## config.mk

```make
export PLATFORM = sky130hd
export DESIGN_NAME = perm_tag_dir
export DESIGN_NICKNAME = d
export VERILOG_FILES = /design/src/rtl/tdir_pkg.sv /design/src/rtl/tdir_match.sv /design/src/rtl/tdir_lru.sv /design/src/rtl/perm_tag_dir.sv
export SDC_FILE = /design/constraint.sdc
export NUM_CORES = 2
export LEC_CHECK = 0
export ABC_AREA = 1
export BUFFER_PORTS_ARGS = -buffer_cell sky130_fd_sc_hd__buf_2
export CELL_PAD_IN_SITES_DETAIL_PLACEMENT = 0
export CELL_PAD_IN_SITES_GLOBAL_PLACEMENT = 1
export CORE_ASPECT_RATIO = 1.4
export CORE_MARGIN = 1
export CORE_UTILIZATION = 30
export CTS_CLUSTER_SIZE = 16
export DETAILED_ROUTE_END_ITERATION = 16
export PLACE_DENSITY = 0.52
export SLEW_MARGIN = 10
export SYNTH_ARGS = -nofsm -noshare
export SYNTH_HDL_FRONTEND = slang
export SYNTH_SLANG_ARGS = --single-unit
```

## constraint.sdc

```tcl
create_clock -name clk -period 8.8 [get_ports clk]
set_clock_uncertainty 0.05 [all_clocks]
set_input_delay 0.44 -clock clk [delete_from_list [all_inputs] [get_ports clk]]
set_output_delay 0.44 -clock clk [all_outputs]
set_load 0.02 [all_outputs]
```

## src/rtl/tdir_pkg.sv

```systemverilog
package tdir_pkg;

    typedef enum logic [2:0] {
        OP_ACCESS  = 3'd0,
        OP_TEST    = 3'd1,
        OP_AVAIL   = 3'd2,
        OP_ALLOC   = 3'd3,
        OP_DEALLOC = 3'd4,
        OP_SETPERM = 3'd5,
        OP_PROBE   = 3'd6,
        OP_TOUCH   = 3'd7
    } tdir_op_e;

    localparam logic [1:0] PERM_NP  = 2'd0;
    localparam logic [1:0] PERM_INV = 2'd1;
    localparam logic [1:0] PERM_RO  = 2'd2;
    localparam logic [1:0] PERM_RW  = 2'd3;

    // request bit 1 set means a write-type request
    function automatic logic perm_allows(input logic [1:0] perm, input logic [1:0] req);
        return (perm == PERM_RW) || ((perm == PERM_RO) && !req[1]);
    endfunction

endpackage

```

## src/rtl/tdir_match.sv

```systemverilog
module tdir_match #(
    parameter int WAYS   = 4,
    parameter int LINE_W = 16,
    parameter int WAY_W  = 2
) (
    input  logic [WAYS-1:0][LINE_W-1:0] way_line,
    input  logic [WAYS-1:0][1:0]        way_perm,
    input  logic [LINE_W-1:0]           line,
    output logic [WAYS-1:0]             hit_vec,
    output logic [WAYS-1:0]             tag_eq_vec,
    output logic [WAYS-1:0]             free_vec,
    output logic [WAY_W-1:0]            hit_way,
    output logic [WAY_W-1:0]            free_way,
    output logic                        any_hit,
    output logic                        any_free
);
    import tdir_pkg::*;

    for (genvar w = 0; w < WAYS; w++) begin : g_way
        assign tag_eq_vec[w] = (way_line[w] == line);
        assign free_vec[w]   = (way_perm[w] == PERM_NP);
        assign hit_vec[w]    = tag_eq_vec[w] && !free_vec[w];
    end

    assign any_hit  = |hit_vec;
    assign any_free = |free_vec;

    // lowest index wins: scan downwards so the last write is the lowest
    always_comb begin
        hit_way  = '0;
        free_way = '0;
        for (int w = WAYS - 1; w >= 0; w--) begin
            if (hit_vec[w])  hit_way  = WAY_W'(w);
            if (free_vec[w]) free_way = WAY_W'(w);
        end
    end

endmodule

```

## src/rtl/tdir_lru.sv

```systemverilog
module tdir_lru #(
    parameter int WAYS  = 4,
    parameter int WAY_W = 2
) (
    input  logic [WAYS-1:0][WAY_W-1:0] age_in,
    input  logic                       touch_en,
    input  logic [WAY_W-1:0]           touch_way,
    output logic [WAYS-1:0][WAY_W-1:0] age_out,
    output logic [WAY_W-1:0]           victim_way
);
    logic [WAY_W-1:0] touched_age;

    assign touched_age = age_in[touch_way];

    // age 0 is most recent, WAYS-1 is least recent
    always_comb begin
        for (int w = 0; w < WAYS; w++) begin
            age_out[w] = age_in[w];
            if (touch_en) begin
                if (WAY_W'(w) == touch_way) begin
                    age_out[w] = '0;
                end else if (age_in[w] < touched_age) begin
                    age_out[w] = age_in[w] + 1'b1;
                end
            end
        end
    end

    always_comb begin
        victim_way = '0;
        for (int w = 0; w < WAYS; w++) begin
            if (age_in[w] == WAY_W'(WAYS - 1)) victim_way = WAY_W'(w);
        end
    end

endmodule

```

## src/rtl/perm_tag_dir.sv

```systemverilog
module perm_tag_dir #(
    parameter int SET_BITS = 3,
    parameter int WAYS     = 4,
    parameter int LINE_W   = 16,
    localparam int WAY_W   = (WAYS > 1) ? $clog2(WAYS) : 1
) (
    input  logic              clk,
    input  logic              rst_n,
    input  logic              cmd_valid,
    input  logic [2:0]        cmd_op,
    input  logic [LINE_W-1:0] cmd_line,
    input  logic [1:0]        cmd_req,
    input  logic [1:0]        cmd_perm,
    output logic              rsp_valid,
    output logic              rsp_hit,
    output logic [WAY_W-1:0]  rsp_way,
    output logic [LINE_W-1:0] rsp_victim,
    output logic              rsp_error
);
    import tdir_pkg::*;

    localparam int SETS = 1 << SET_BITS;

    typedef struct packed {
        logic [SETS-1:0][WAYS-1:0][LINE_W-1:0] line;
        logic [SETS-1:0][WAYS-1:0][1:0]        perm;
        logic [SETS-1:0][WAYS-1:0][WAY_W-1:0]  age;
        logic                                  rsp_valid;
        logic                                  rsp_hit;
        logic                                  rsp_error;
        logic [WAY_W-1:0]                      rsp_way;
        logic [LINE_W-1:0]                     rsp_victim;
    } state_t;

    function automatic state_t reset_state();
        state_t s;
        s = '0;
        for (int i = 0; i < SETS; i++) begin
            for (int w = 0; w < WAYS; w++) begin
                s.age[i][w] = WAY_W'(w);
            end
        end
        return s;
    endfunction

    state_t s_d, s_q;

    logic [SET_BITS-1:0] set_idx;
    tdir_op_e            op;
    logic [WAYS-1:0]     hit_vec, tag_eq_vec, free_vec;
    logic [WAY_W-1:0]    hit_way, free_way, victim_way, touch_way;
    logic                any_hit, any_free, touch_en;
    logic [WAYS-1:0][WAY_W-1:0] age_next;

    assign set_idx = cmd_line[SET_BITS-1:0];
    assign op      = tdir_op_e'(cmd_op);

    tdir_match #(.WAYS(WAYS), .LINE_W(LINE_W), .WAY_W(WAY_W)) u_match (
        .way_line   (s_q.line[set_idx]),
        .way_perm   (s_q.perm[set_idx]),
        .line       (cmd_line),
        .hit_vec    (hit_vec),
        .tag_eq_vec (tag_eq_vec),
        .free_vec   (free_vec),
        .hit_way    (hit_way),
        .free_way   (free_way),
        .any_hit    (any_hit),
        .any_free   (any_free)
    );

    // recency update request, decoded apart from the next-state logic
    always_comb begin
        touch_en  = 1'b0;
        touch_way = hit_way;
        if (cmd_valid) begin
            unique case (op)
                OP_ACCESS, OP_TOUCH: touch_en = any_hit;
                OP_ALLOC: begin
                    touch_en  = !any_hit && any_free;
                    touch_way = free_way;
                end
                default: touch_en = 1'b0;
            endcase
        end
    end

    tdir_lru #(.WAYS(WAYS), .WAY_W(WAY_W)) u_lru (
        .age_in     (s_q.age[set_idx]),
        .touch_en   (touch_en),
        .touch_way  (touch_way),
        .age_out    (age_next),
        .victim_way (victim_way)
    );

    always_comb begin
        s_d            = s_q;
        s_d.rsp_valid  = cmd_valid;
        s_d.rsp_hit    = 1'b0;
        s_d.rsp_error  = 1'b0;
        s_d.rsp_way    = '0;
        s_d.rsp_victim = '0;
        if (cmd_valid) begin
            s_d.age[set_idx] = age_next;
            unique case (op)
                OP_ACCESS: begin
                    if (any_hit) begin
                        s_d.rsp_way = hit_way;
                        s_d.rsp_hit = perm_allows(s_q.perm[set_idx][hit_way], cmd_req);
                    end
                end
                OP_TEST: begin
                    s_d.rsp_hit = any_hit;
                    s_d.rsp_way = any_hit ? hit_way : '0;
                end
                OP_AVAIL: s_d.rsp_hit = (|tag_eq_vec) || any_free;
                OP_ALLOC: begin
                    if (!any_hit && any_free) begin
                        s_d.line[set_idx][free_way] = cmd_line;
                        s_d.perm[set_idx][free_way] = PERM_INV;
                        s_d.rsp_hit = 1'b1;
                        s_d.rsp_way = free_way;
                    end else begin
                        s_d.rsp_error = 1'b1;
                    end
                end
                OP_DEALLOC, OP_SETPERM, OP_TOUCH: begin
                    if (any_hit) begin
                        if (op == OP_DEALLOC) s_d.perm[set_idx][hit_way] = PERM_NP;
                        if (op == OP_SETPERM) s_d.perm[set_idx][hit_way] = cmd_perm;
                        s_d.rsp_hit = 1'b1;
                        s_d.rsp_way = hit_way;
                    end else begin
                        s_d.rsp_error = 1'b1;
                    end
                end
                OP_PROBE: begin
                    if (!(|tag_eq_vec) && !any_free) begin
                        s_d.rsp_hit    = 1'b1;
                        s_d.rsp_way    = victim_way;
                        s_d.rsp_victim = s_q.line[set_idx][victim_way];
                    end else begin
                        s_d.rsp_error = 1'b1;
                    end
                end
                default: s_d.rsp_error = 1'b0;
            endcase
        end
    end

    always_ff @(posedge clk) begin
        if (!rst_n) s_q <= reset_state();
        else        s_q <= s_d;
    end

    assign rsp_valid  = s_q.rsp_valid;
    assign rsp_hit    = s_q.rsp_hit;
    assign rsp_way    = s_q.rsp_way;
    assign rsp_victim = s_q.rsp_victim;
    assign rsp_error  = s_q.rsp_error;

    // ages of the addressed set must stay a permutation of 0..WAYS-1
    logic [(1<<WAY_W)-1:0] age_seen;
    always_comb begin
        age_seen = '0;
        for (int w = 0; w < WAYS; w++) age_seen[s_q.age[set_idx][w]] = 1'b1;
    end

    AST_RSP_NEXT_CYCLE: assert property (@(posedge clk) disable iff (!rst_n)
        cmd_valid |=> rsp_valid);
    AST_ERR_NOT_HIT: assert property (@(posedge clk) disable iff (!rst_n)
        rsp_error |-> !rsp_hit);
    AST_ERR_KEEPS_STATE: assert property (@(posedge clk) disable iff (!rst_n)
        (rsp_valid && rsp_error) |-> (s_q.line == $past(s_q.line) && s_q.perm == $past(s_q.perm) && s_q.age == $past(s_q.age)));
    AST_STORE_NEEDS_RW: assert property (@(posedge clk) disable iff (!rst_n)
        ($past(cmd_valid && cmd_op == OP_ACCESS && cmd_req[1]) && rsp_hit) |-> (s_q.perm[$past(set_idx)][rsp_way] == PERM_RW));
    AST_NO_DUP_RESIDENT: assert property (@(posedge clk) disable iff (!rst_n)
        $onehot0(hit_vec));
    AST_LRU_PERMUTATION: assert property (@(posedge clk) disable iff (!rst_n)
        $countones(age_seen) == WAYS);
    AST_PROBE_NO_CHANGE: assert property (@(posedge clk) disable iff (!rst_n)
        $past(cmd_valid && cmd_op == OP_PROBE) |-> (s_q.perm == $past(s_q.perm) && s_q.age == $past(s_q.age)));

endmodule

```

==> results summary <==
The run finished with clean final reports. The most used flip-flop cell after synthesis is dfxtp_1. nand2_1 is the most common cell in the netlist.

The post-route standard cell area excluding fillers is 36000 um2. The via count of the first global-routing pass came out at 29315. The wire length after detailed routing is 134000 um. The sequential area share after synthesis is 40.8%. The root buffer cell is clkbuf_16.

The aggregate global-route resource usage came out at 24.3%. Together, buffers and inverters on the worst path number 5. Traced cell by cell, the critical path runs through buf_4 -> inv_2 -> nor2_4 -> nand2_2 -> inv_1 -> a221oi_1 -> nand3_1 -> nand3_1 -> nand2_1 -> nor2_4 -> o21ai_2 -> nor2_4 -> buf_4 -> nand2_1 -> inv_1 -> o21ai_0 -> a21oi_1. By instance count, the cell type seen most on the critical path is nor2_4. The count of fill cells added during filler insertion came out at 11893. The later pin in the worst-skew pair is clocked with a latency of 0.67 ns.

In the final routed layout, each cell accounts on average for 21.6 um. The critical path is of the in2reg type. The detailed-route vias per instance came out at 5.00. The area of the placeable core is 107000 um2. Summed over all nets, the half-perimeter wirelength after detailed placement is 83700 um. The worst max-slew margin expressed relative to the limit is 20.9%. The data required time at the worst endpoint is 9.33 ns. The switching power summed over all nets is 1.97 mW. The clock passes through at most 3 buffers. In this run the static leakage power is 14.4 nW. The count of pins over their slew limit came out at 0. TritonCTS built the clock tree. The instance area after placement is 33400 um2. Per report_power, the clock group accounts for 47.0% of the total.

The first-pass GRT wire length is 198000 um. Ranked by total cell area, the synthesized netlist is headed by dfxtp_1 (41%), nand2_1 (15%), o21ai_0 (9.4%), a21oi_1 (9.2%), inv_1 (5.7%). The maximum fanout along the worst path came out at 39.

The slowest stage of the critical path is the inv_1 cell. The die covers 109000 um2. The routed design could run at a clock period as short as 5.46 ns.

The synthesized cell area is 32400 um2. The number of instances in the synthesized netlist is 4876. For this run, the slowest stage of the critical path takes 0.86 ns.

At the pin with the least slew margin, the transition time is 1.18 ns. The number of antenna violations at the first check in global routing was 3. The total CTS buffers came out at 78. The internal power contribution came out at 5.12 mW. Once the floorplan was initialized, standard cells occupied 30.2% of the core.

The commonest cells after synthesis are nand2_1 (1257), dfxtp_1 (661), o21ai_0 (606). The synthesized design contains 0 enable-type register cells. Net switching is 27.7% of the power.

In the routed design, unresolved DRC markers number 0. The part of the total power dissipated in sequential elements is 43.1%. The starting DRC count in detailed routing came out at 1899.

For this design the top-level I/O count stands at 47. The synthesized area per cell came out at 6.65 um2. Setup repair after global routing left no endpoint under its margin. The number of nets at the end of the flow came out at 4738. The register bit count reported by yosys is 661. The final hold violation count is 0.

The pin count of the biggest net entering global routing is 208. The total via count after detailed routing is 31029. For this run, the detailed router's first-pass iteration total came to 5. The total number of yosys warnings is 0. The total congestion overflow after global routing came out at 0. The count of buffers added on input and output ports is 45. The share of post-route cells with drive strength above 1 came out at 7.02%. The number of max-capacitance violations reported is 0. The family of cells with the greatest summed delay on the critical path is buffers and inverters.

The number of hold buffers added after cts came out at 0. Setup violations remaining at the end of the flow were counted as 0. The maximum achievable frequency is 0.183 GHz. The count of antenna-violating nets left after detailed routing came out at 0. The weighted congestion at the end of routability-driven global placement is 0.826. The tightest min-delay check is of the in2reg type. The peak supply drop came out at 0.136 mV. The final critical-path share of the clock period is 62.1%.

The number of distinct library cells after synthesis came out at 41. The proportion of synthesized flip-flops having asynchronous set or reset came out at 0%. The number of buffers inserted by post-CTS setup repair is 0.

Measured along the y axis, the die boundary spans 391 um. The width of the die came out at 280 um. The layout overhead on the synthesized area is 11.1%. STA classifies the critical path startpoint as an input port.

The top cell type's share of synthesized area came out at 40.8%. The final total negative setup slack came out at 0 ns. The clock sink total came out at 661. The synthesized net count came out at 4905. After floorplanning, the core was divided into 142 placement rows. Dividing total power by cell area gives a power density of 197 nW/um2. The clock transition at the registers of the reported paths is 0.06 ns. The number of gates given a new drive strength after cts is 0. The combinational cell fraction of total power is 9.9%. The maximum level of the CTS H-tree came out at 3. The arrival time at the worst endpoint came out at 6.00 ns. The cell taking the most area after synthesis is dfxtp_1. STA classifies the critical path endpoint as a flop.
==> worst min-delay path, delay by kind of cell <==
kind | cells | cell delay (ns)
buffers and inverters | 1 | 0.12
and+or+nand+nor | 1 | 0.10
AOI/OAI and AO/OA | 1 | 0.05
==> per-layer routing <==
| metal | part of all wire, % | GRT usage [%] | vias up |
|---|---|---|---|
| met5 | 0 | 0 | - |
| met4 | 2.9 | 8.07 | 0 |
| met3 | 3.2 | 2.39 | 157 |
| met2 | 51 | 44.1 | 566 |
| met1 | 43 | 29.6 | 14691 |
| li1 | - | - | 15615 |
==> registers in the layout (all words and copies together), names as in the netlist <==
| name | cells |
|---|---|
| rsp_valid | 1 |
| rsp_way | 2 |
| rsp_victim | 16 |
| s_q | 640 |
| rsp_hit | 1 |
| rsp_error | 1 |
==> worst paths after layout <==
kind | from | to | slack, ns | cells after the start
setup / recovery | cmd_line[1] | s_q[240]$_SDFFE_PN0P_ | 3.34 | 17
hold / removal | cmd_valid | rsp_hit$_SDFF_PN0_ | 0.06 | 3
setup reg to reg | s_q[322]$_SDFFE_PN0P_ | s_q[43]$_SDFFE_PN1P_ | 4.39 | 19
hold reg to reg | s_q[406]$_SDFFE_PN0P_ | s_q[406]$_SDFFE_PN0P_ | 0.39 | 2
==> layout by cell type, fill, tap and decap left out, drive strengths merged, types with 2 or more instances in the layout <==
cell type and count:
a22oi 6, nand3b 2, nand3 339, o211ai 48, nor2 217, o21ai 626, nor3 27, clkbuf 109
nand2 1271, clkinv 31, o22ai 36, a211oi 3, bufinv 5, inv 512, buf 141, dfxtp 661
a22o 17, ha 3, nand4 36, a221oi 25, o21a 20, a31oi 30, a21oi 595
==> power by group through the flow <==
stage,registers (mW),clock network [mW],logic [mW]
floorplan,3.11,0,0.434
global placement,3.12,0,0.713
detailed placement,3.12,0,0.711
CTS,3.05,3.44,0.714
global route,3.06,3.54,0.768
finish,3.05,3.33,0.704
==> kinds of logic (layout without fill, tap and decap cells) <==
family                     after synthesis  count (layout)  synth area share, %
adders and majority gates                3               3                0.116
and+or+nand+nor                       1895            1895                 24.2
buffers and inverters                  906             799                 11.7
AOI/OAI and AO/OA                     1411            1411                 23.2
other                                    0               1                    0
DFF                                    661             661                 40.8
==> through the flow <==
step                      setup slack [ns]  instances  util [%]  hold WS [ns]  total power [mW]
final                                 3.34       6210      33.6        0.0611              7.09
after global routing                  3.01       6209      33.6        0.0611              7.37
after CTS                             3.34       6209      33.6        0.0209              7.20
after detailed placement              2.64       6069      31.2         0.379              3.83
after global placement                2.66       6069      31.2         0.375              3.83
after floorplan                       5.69       4876         -         0.367              3.55
==> layout make-up <==
class / count / area, um2 / share of cell area (%)
antenna: 1 / 2.50 / 0.00695
multi-input combinational: 3309 / 15400 / 42.9
clock buffer: 109 / 2240 / 6.22
inverter: 518 / 1950 / 5.43
tap: 1440 / 1800 / 5.00
clock inverter: 31 / 313 / 0.869
timing repair buffer: 141 / 1020 / 2.83
sequential: 661 / 13200 / 36.8
(Power assumes the default switching activity.)
